==> config.mk <==
export PLATFORM = sky130hd
export DESIGN_NAME = intc_mode_reg
export DESIGN_NICKNAME = d
export VERILOG_FILES = /design/src/rtl/icm_pkg.sv /design/src/rtl/icm_xition_chk.sv /design/src/rtl/icm_state_reg.sv /design/src/rtl/icm_read_port.sv /design/src/rtl/intc_mode_reg.sv
export SDC_FILE = /design/constraint.sdc
export NUM_CORES = 1
export LEC_CHECK = 0
export BUFFER_PORTS_ARGS = -buffer_cell sky130_fd_sc_hd__clkbuf_2
export CORE_ASPECT_RATIO = 0.5
export CORE_UTILIZATION = 48
export CTS_CLUSTER_DIAMETER = 80
export DETAILED_ROUTE_END_ITERATION = 6
export GPL_ROUTABILITY_DRIVEN = 0
export MAX_ROUTING_LAYER = met4
export PLACE_DENSITY = 0.87
export SYNTH_ARGS = -nofsm -noshare
export SYNTH_HDL_FRONTEND = slang
export SYNTH_SLANG_ARGS = --single-unit
==> constraint.sdc <==
create_clock -name clk -period 2.8 [get_ports clk]
set_input_delay 0.14 -clock clk [delete_from_list [all_inputs] [get_ports clk]]
set_output_delay 0.14 -clock clk [all_outputs]
set_load 0.005 [all_outputs]
==> src/rtl/icm_pkg.sv <==
package icm_pkg;
  localparam int BSP_BIT  = 8;
  localparam int EXT_BIT  = 10;
  localparam int ON_BIT   = 11;
  localparam int BASE_LSB = 12;

  typedef enum logic [1:0] {
    M_OFF    = 2'b00,
    M_BAD    = 2'b01,
    M_LEGACY = 2'b10,
    M_EXT    = 2'b11
  } icm_mode_e;

  // bits a write must leave clear: everything outside base, mode bits and strap bit
  function automatic logic [63:0] rsv_mask(input int base_w);
    logic [63:0] keep;
    keep = (((64'h1 << base_w) - 64'h1) << BASE_LSB);
    keep[ON_BIT]  = 1'b1;
    keep[EXT_BIT] = 1'b1;
    keep[BSP_BIT] = 1'b1;
    return ~keep;
  endfunction
endpackage

==> src/rtl/icm_xition_chk.sv <==
module icm_xition_chk
  import icm_pkg::*;
#(
  parameter int BASE_W = 24
) (
  input  icm_mode_e   cur,
  input  logic [63:0] wdata,
  output logic        accept
);
  localparam logic [63:0] RSV = rsv_mask(BASE_W);

  icm_mode_e nxt;
  logic      rsv_hit;

  always_comb begin
    nxt     = icm_mode_e'({wdata[ON_BIT], wdata[EXT_BIT]});
    rsv_hit = |(wdata & RSV);
    accept  = 1'b1;
    if (rsv_hit)                          accept = 1'b0;
    if (nxt == M_BAD)                     accept = 1'b0;
    if (cur == M_EXT && nxt == M_LEGACY)  accept = 1'b0;
    if (cur == M_OFF && nxt == M_EXT)     accept = 1'b0;
  end
endmodule

==> src/rtl/icm_state_reg.sv <==
module icm_state_reg
  import icm_pkg::*;
#(
  parameter int                BASE_W       = 24,
  parameter logic [BASE_W-1:0] BASE_DEFAULT = '0
) (
  input  logic              clk,
  input  logic              rst,
  input  logic              bsp_strap,
  input  logic              wr_en,
  input  logic              accept,
  input  logic [63:0]       wdata,
  output icm_mode_e         mode_q,
  output logic [BASE_W-1:0] base_q,
  output logic              bsp_q,
  output logic              fault_q
);
  always_ff @(posedge clk) begin
    if (rst) begin
      mode_q  <= M_LEGACY;
      base_q  <= BASE_DEFAULT;
      bsp_q   <= bsp_strap;
      fault_q <= 1'b0;
    end else begin
      fault_q <= wr_en & ~accept;
      if (wr_en && accept) begin
        mode_q <= icm_mode_e'({wdata[ON_BIT], wdata[EXT_BIT]});
        base_q <= wdata[BASE_LSB +: BASE_W];
      end
    end
  end
endmodule

==> src/rtl/icm_read_port.sv <==
module icm_read_port #(
  parameter int HALF_W = 32
) (
  input  logic              clk,
  input  logic              rst,
  input  logic              rd_en,
  input  logic [2*HALF_W-1:0] image,
  output logic [HALF_W-1:0] rd_lo,
  output logic [HALF_W-1:0] rd_hi
);
  always_ff @(posedge clk) begin
    if (rst) begin
      rd_lo <= '0;
      rd_hi <= '0;
    end else if (rd_en) begin
      rd_lo <= image[HALF_W-1:0];
      rd_hi <= image[2*HALF_W-1:HALF_W];
    end
  end
endmodule

==> src/rtl/intc_mode_reg.sv <==
module intc_mode_reg
  import icm_pkg::*;
#(
  parameter int                BASE_W       = 24,
  parameter logic [BASE_W-1:0] BASE_DEFAULT = 24'h00FEE0
) (
  input  logic        clk,
  input  logic        rst,
  input  logic        bsp_strap,
  input  logic        wr_en,
  input  logic [63:0] wr_data,
  input  logic        rd_en,
  output logic [31:0] rd_lo,
  output logic [31:0] rd_hi,
  output logic [1:0]  cur_mode,
  output logic        fault
);
  localparam int HALF_W = 32;

  icm_mode_e         mode_q;
  logic [BASE_W-1:0] base_q;
  logic              bsp_q;
  logic              accept;
  logic [63:0]       image;

  icm_xition_chk #(.BASE_W(BASE_W)) u_chk (
    .cur    (mode_q),
    .wdata  (wr_data),
    .accept (accept)
  );

  icm_state_reg #(.BASE_W(BASE_W), .BASE_DEFAULT(BASE_DEFAULT)) u_state (
    .clk       (clk),
    .rst       (rst),
    .bsp_strap (bsp_strap),
    .wr_en     (wr_en),
    .accept    (accept),
    .wdata     (wr_data),
    .mode_q    (mode_q),
    .base_q    (base_q),
    .bsp_q     (bsp_q),
    .fault_q   (fault)
  );

  always_comb begin
    image                       = '0;
    image[BASE_LSB +: BASE_W]   = base_q;
    image[ON_BIT]               = mode_q[1];
    image[EXT_BIT]              = mode_q[0];
    image[BSP_BIT]              = bsp_q;
  end

  icm_read_port #(.HALF_W(HALF_W)) u_rd (
    .clk   (clk),
    .rst   (rst),
    .rd_en (rd_en),
    .image (image),
    .rd_lo (rd_lo),
    .rd_hi (rd_hi)
  );

  assign cur_mode = mode_q;
endmodule

Yosys cells after proc, flatten, opt, wreduce, memory -nomap -nowiden
Index checks and enable logic that the tools add are counted.

Register bits after elaboration: 55. Bits of input ports: 69. Output and inout bits: 67. Word-level logic and storage cells: 21.

Eq/ne operators: 4. Muxes and demuxes: 4. Bitwise operators: 2. Reductions and logical operators: 5.

Operators by type and width (count): $reduce_or A37 Y1 (1); $eq A2 B2 Y1 const B (3); $mux W1 (4); $logic_and A1 B1 Y1 (3); $eq A2 B1 Y1 const B (1); $logic_not A2 Y1 (1); $and A1 B1 Y1 (1); $not A1 Y1 (1).

Longest topological paths before layout
Word-level depth: 7. Mapped depth: 6. Mapped depth without buffers: 4.

Cells and area by module
Synthesis repeated with hierarchy kept, for this count alone.

Cell total of the unflattened synthesis: 332. Area, all modules: 3528.4 um^2.

By module, submodules not included: icm_read_port (times used 1, cells an instance 206, area an instance 2290.9 um^2, seq. area each 1281.2 um^2); icm_state_reg (times used 1, cells an instance 109, area an instance 1109.8 um^2, seq. area each 570.5 um^2); icm_xition_chk (times used 1, cells an instance 16, area an instance 123.9 um^2, seq. area each 0.0 um^2); intc_mode_reg (times used 1, cells an instance 1, area an instance 3.8 um^2, seq. area each 0.0 um^2).

Worst setup path after synthesis
Ideal clock, no wire load.

Kind: input port to flip-flop. From: in wr_data[60]. To: reg u_state.base_q[14]. Setup time: 0.072 ns. Arrival time: 1.316 ns. Required time: 2.728 ns. Path slack: 1.413 ns. Cell stages on the path: 6. Buffers on the path: 2. Cell sequence: nor4_1 -> nand3_2 -> nor4b_2 -> buf_6 -> buf_12 -> mux2i_1.

Word-level cells in the longest chain between the ends: 6.

RTL lines: from (decl) (RTL line intc_mode_reg.sv:11) `input logic [63:0] wr_data,`; $reduce_or A37 Y1 (RTL line icm_xition_chk.sv:17) `rsv_hit = |(wdata & RSV);`; $mux W1 (RTL line icm_xition_chk.sv:19) `if (rsv_hit) accept = 1'b0;`; $mux W1 (RTL line icm_xition_chk.sv:20) `if (nxt == M_BAD) accept = 1'b0;`; $mux W1 (RTL line icm_xition_chk.sv:21) `if (cur == M_EXT && nxt == M_LEGACY) accept = 1'b0;`; $mux W1 (RTL line icm_xition_chk.sv:22) `if (cur == M_OFF && nxt == M_EXT) accept = 1'b0;`; $logic_and A1 B1 Y1 (RTL line icm_state_reg.sv:26) `if (wr_en && accept) begin`; to (signal assigned) (RTL line icm_state_reg.sv:28) `base_q <= wdata[BASE_LSB +: BASE_W];`; to (decl) (RTL line icm_state_reg.sv:14) `output logic [BASE_W-1:0] base_q,`.

Every way passes these cells. A chain may end at the register's enable or synchronous reset.

Worst setup path in the final report
From: reg u_state.mode_q[1]. To: reg u_state.base_q[22].

Word-level cells in the longest chain between the ends: 5. Elaborated cells on any way between the ends: 7. Those cells by class: eq/ne: 1; mux: 2; reduce/logical: 4.

RTL lines: from (decl) (RTL line icm_state_reg.sv:13) `output icm_mode_e mode_q,`; from (signal assigned) (RTL line icm_state_reg.sv:27) `mode_q <= icm_mode_e'({wdata[ON_BIT], wdata[EXT_BIT]});`; $eq A2 B2 Y1 (RTL line icm_xition_chk.sv:21); $logic_and A1 B1 Y1 (RTL line icm_xition_chk.sv:21); $mux W1 (RTL line icm_xition_chk.sv:21); $mux W1 * (RTL line icm_xition_chk.sv:22); $logic_and A1 B1 Y1 * (RTL line icm_state_reg.sv:26).

Every way passes the cells marked *; elsewhere a longest branch is shown, timed or not.

==> results.json <==
{
  "max-slew-margin-rel": 0.396,
  "fin_ws_ns": 1.09,
  "gr-total-overflow": 0,
  "cts_setup_buffers": 0,
  "syn_to_final_growth_pct": 17.4,
  "cp.arrival_ns": 1.93,
  "hp-start": "wr_data[15]",
  "synth_seq_cells": 55,
  "ant_nets": 0,
  "power_uw": 1360,
  "fillers": 450,
  "dieArea_um2": 5630,
  "cp.required_ns": 3.02,
  "ctsLongestPathBuffers": 2,
  "worstSetupStartpointType": "flop",
  "layout_commonest_cell": "clkbuf_2",
  "die_h_um": 53.6,
  "dp_hpwl_mm": 3.67,
  "layout_common_cells": "clkbuf_2, dfxtp_1, mux2i_1",
  "track_usage": 0.173,
  "rsz0062_at_grt": "no",
  "clkSinkCount": 55,
  "cts_tree": "yes",
  "maxCapViolCount": 0,
  "cp-startpoint": "u_state.mode_q[1]",
  "min_period_over_period": 0.610,
  "insertion_delay_ns": 0.30,
  "initial_utilization": 0.508,
  "cp_max_fo": 26,
  "ir_worst_vdd_mv": 0.234,
  "worst_slew_pin_slew_ns": 0.907,
  "wl_per_cell_um": 11.5,
  "setup_viol_count_final": 0,
  "period_needed_ns": 1.71,
  "worstSetupPathType": "reg2reg",
  "ys_dominant_reg_cell": "dfxtp_1",
  "dp_slack_ns": 0.984,
  "yosys_warnings": 0,
  "io_pins": 136,
  "hold_viol_final": 0,
  "clk_pin_slew_worst_paths_ns": 0.10,
  "drt_iter0_markers": 44,
  "coreArea_um2": 5020,
  "first_pass_iters": 4,
  "htree_num_levels": 2,
  "grt_pass1_vias": 1784,
  "routed_wl_mm": 4.86,
  "ys_seq_area_frac": 0.435,
  "cts_root_buf": "clkbuf_8",
  "max_freq_mhz": 585,
  "end_kind": "flop",
  "antenna_found_initial": 0,
  "drive_above_1_share": 0.316,
  "hold_class": "in2reg",
  "status": "completed",
  "slew_viol_final": 0,
  "leakagePower_uw": 0.00140,
  "die_w_um": 105,
  "numCtsBuffers": 5,
  "async_flop_share": 0,
  "fin_worst_skew_ns": 0.0133,
  "nets": 419,
  "synth-edff-count": 1,
  "synth_cell_types": 22,
  "vias": 1961,
  "fin_hold_ws_ns": 0.0821,
  "setup_tns_ns": 0,
  "p_per_area_nw_per_um2": 455,
  "reg2reg_from": "u_state.mode_q[1]",
  "grt_start_max_net_pins": 56,
  "grt_pass1_wl_mm": 7.47,
  "port_buffers": 97,
  "syn_inst": 259,
  "drc": 0,
  "synthesis.area_um2": 2550,
  "avgSynthCellArea_um2": 9.86,
  "drt-vias-per-instance": 4.66,
  "num_rows": 18,
  "diodes": 0
}
-- kinds of logic (layout without fill, tap and decap cells) --
| group | after synthesis | in the layout | share of synthesized area |
|---|---|---|---|
| AO/OA/AOI/OAI | 3 | 3 | 0.00833 |
| buffers and inverters | 52 | 108 | 0.148 |
| flip-flops | 55 | 55 | 0.435 |
| multiplexers | 53 | 53 | 0.208 |
| other | 1 | 37 | 0.00147 |
| AND/OR/NAND/NOR | 95 | 95 | 0.199 |
-- state kept, by name (all words and copies together), names as in the netlist --
signal / cells
u_state.base_q: 24
u_state.mode_q: 2
u_state.bsp_q: 1
u_rd.rd_hi: 4
u_state.fault_q: 1
u_rd.rd_lo: 23
-- synth_stat cells, types with 2 or more instances --
cell | count | area [um^2]
buf_2 | 3 | 15.0
nor4_1 | 4 | 25.0
nand4_1 | 2 | 12.5
dfxtp_1 | 54 | 1080
mux2i_1 | 53 | 531
buf_12 | 2 | 40.0
buf_4 | 37 | 278
nor4_2 | 4 | 50.1
nor2_1 | 50 | 188
clkbuf_1 | 9 | 33.8
nand2b_1 | 30 | 188
-- critical path, cell delays in order, from the launching register on --
cell and delay [ns]:
dfxtp_1 0.42, o21ai_1 0.10, a21boi_0 0.19, nor4b_4 0.21, buf_4 0.44, mux2i_1 0.25
-- routing by layer --
metal,vias up,track usage,wire length (um)
li1,964,-,-
met1,919,0.172,1950
met2,74,0.358,2630
met3,4,0.0387,238
met4,0,0.0469,36
met5,-,-,0
-- metrics by stage --
step,cell area (um^2),utilization,cells
2_1_floorplan,2690,-,295
3_3_place_gp,2910,0.579,412
3_5_place_dp,2910,0.579,412
4_1_cts,2990,0.595,420
5_1_grt,3000,0.597,421
6_report,3000,0.597,421
-- repair_timing --
| item | CTS | global route |
|---|---|---|
| hold buffers | 0 | 1 |
| endpoints found under the hold margin | 0 | 1 |
| resized for setup | 0 | 0 |
-- where the power goes --
part | leakage, uW | switching [uW] | internal, uW
Clock | 0.0000422 | 238 | 176
Sequential | 0.000449 | 6.95 | 798
Combinational | 0.000912 | 71.3 | 73.4
-- path summary, 6_finish.rpt --
kind / to / slack [ns] / depth (start not counted)
max: u_state.base_q[22] / 1.09 / 5
min: u_state.base_q[3] / 0.08 / 3
max reg2reg: u_state.base_q[22] / 1.09 / 5
min reg2reg: u_state.base_q[8] / 0.48 / 2
-- final cells by class --
cell class / count / area, um^2 / area share
clock inverter: 1 / 5.00 / 0.00167
clock buffer: 7 / 76.3 / 0.0254
timing repair buffer: 100 / 510 / 0.170
multi-input combinational: 188 / 1210 / 0.403
tap: 70 / 87.6 / 0.0292
sequential: 55 / 1110 / 0.370
No activity file was read; power rests on OpenSTA's default activity.
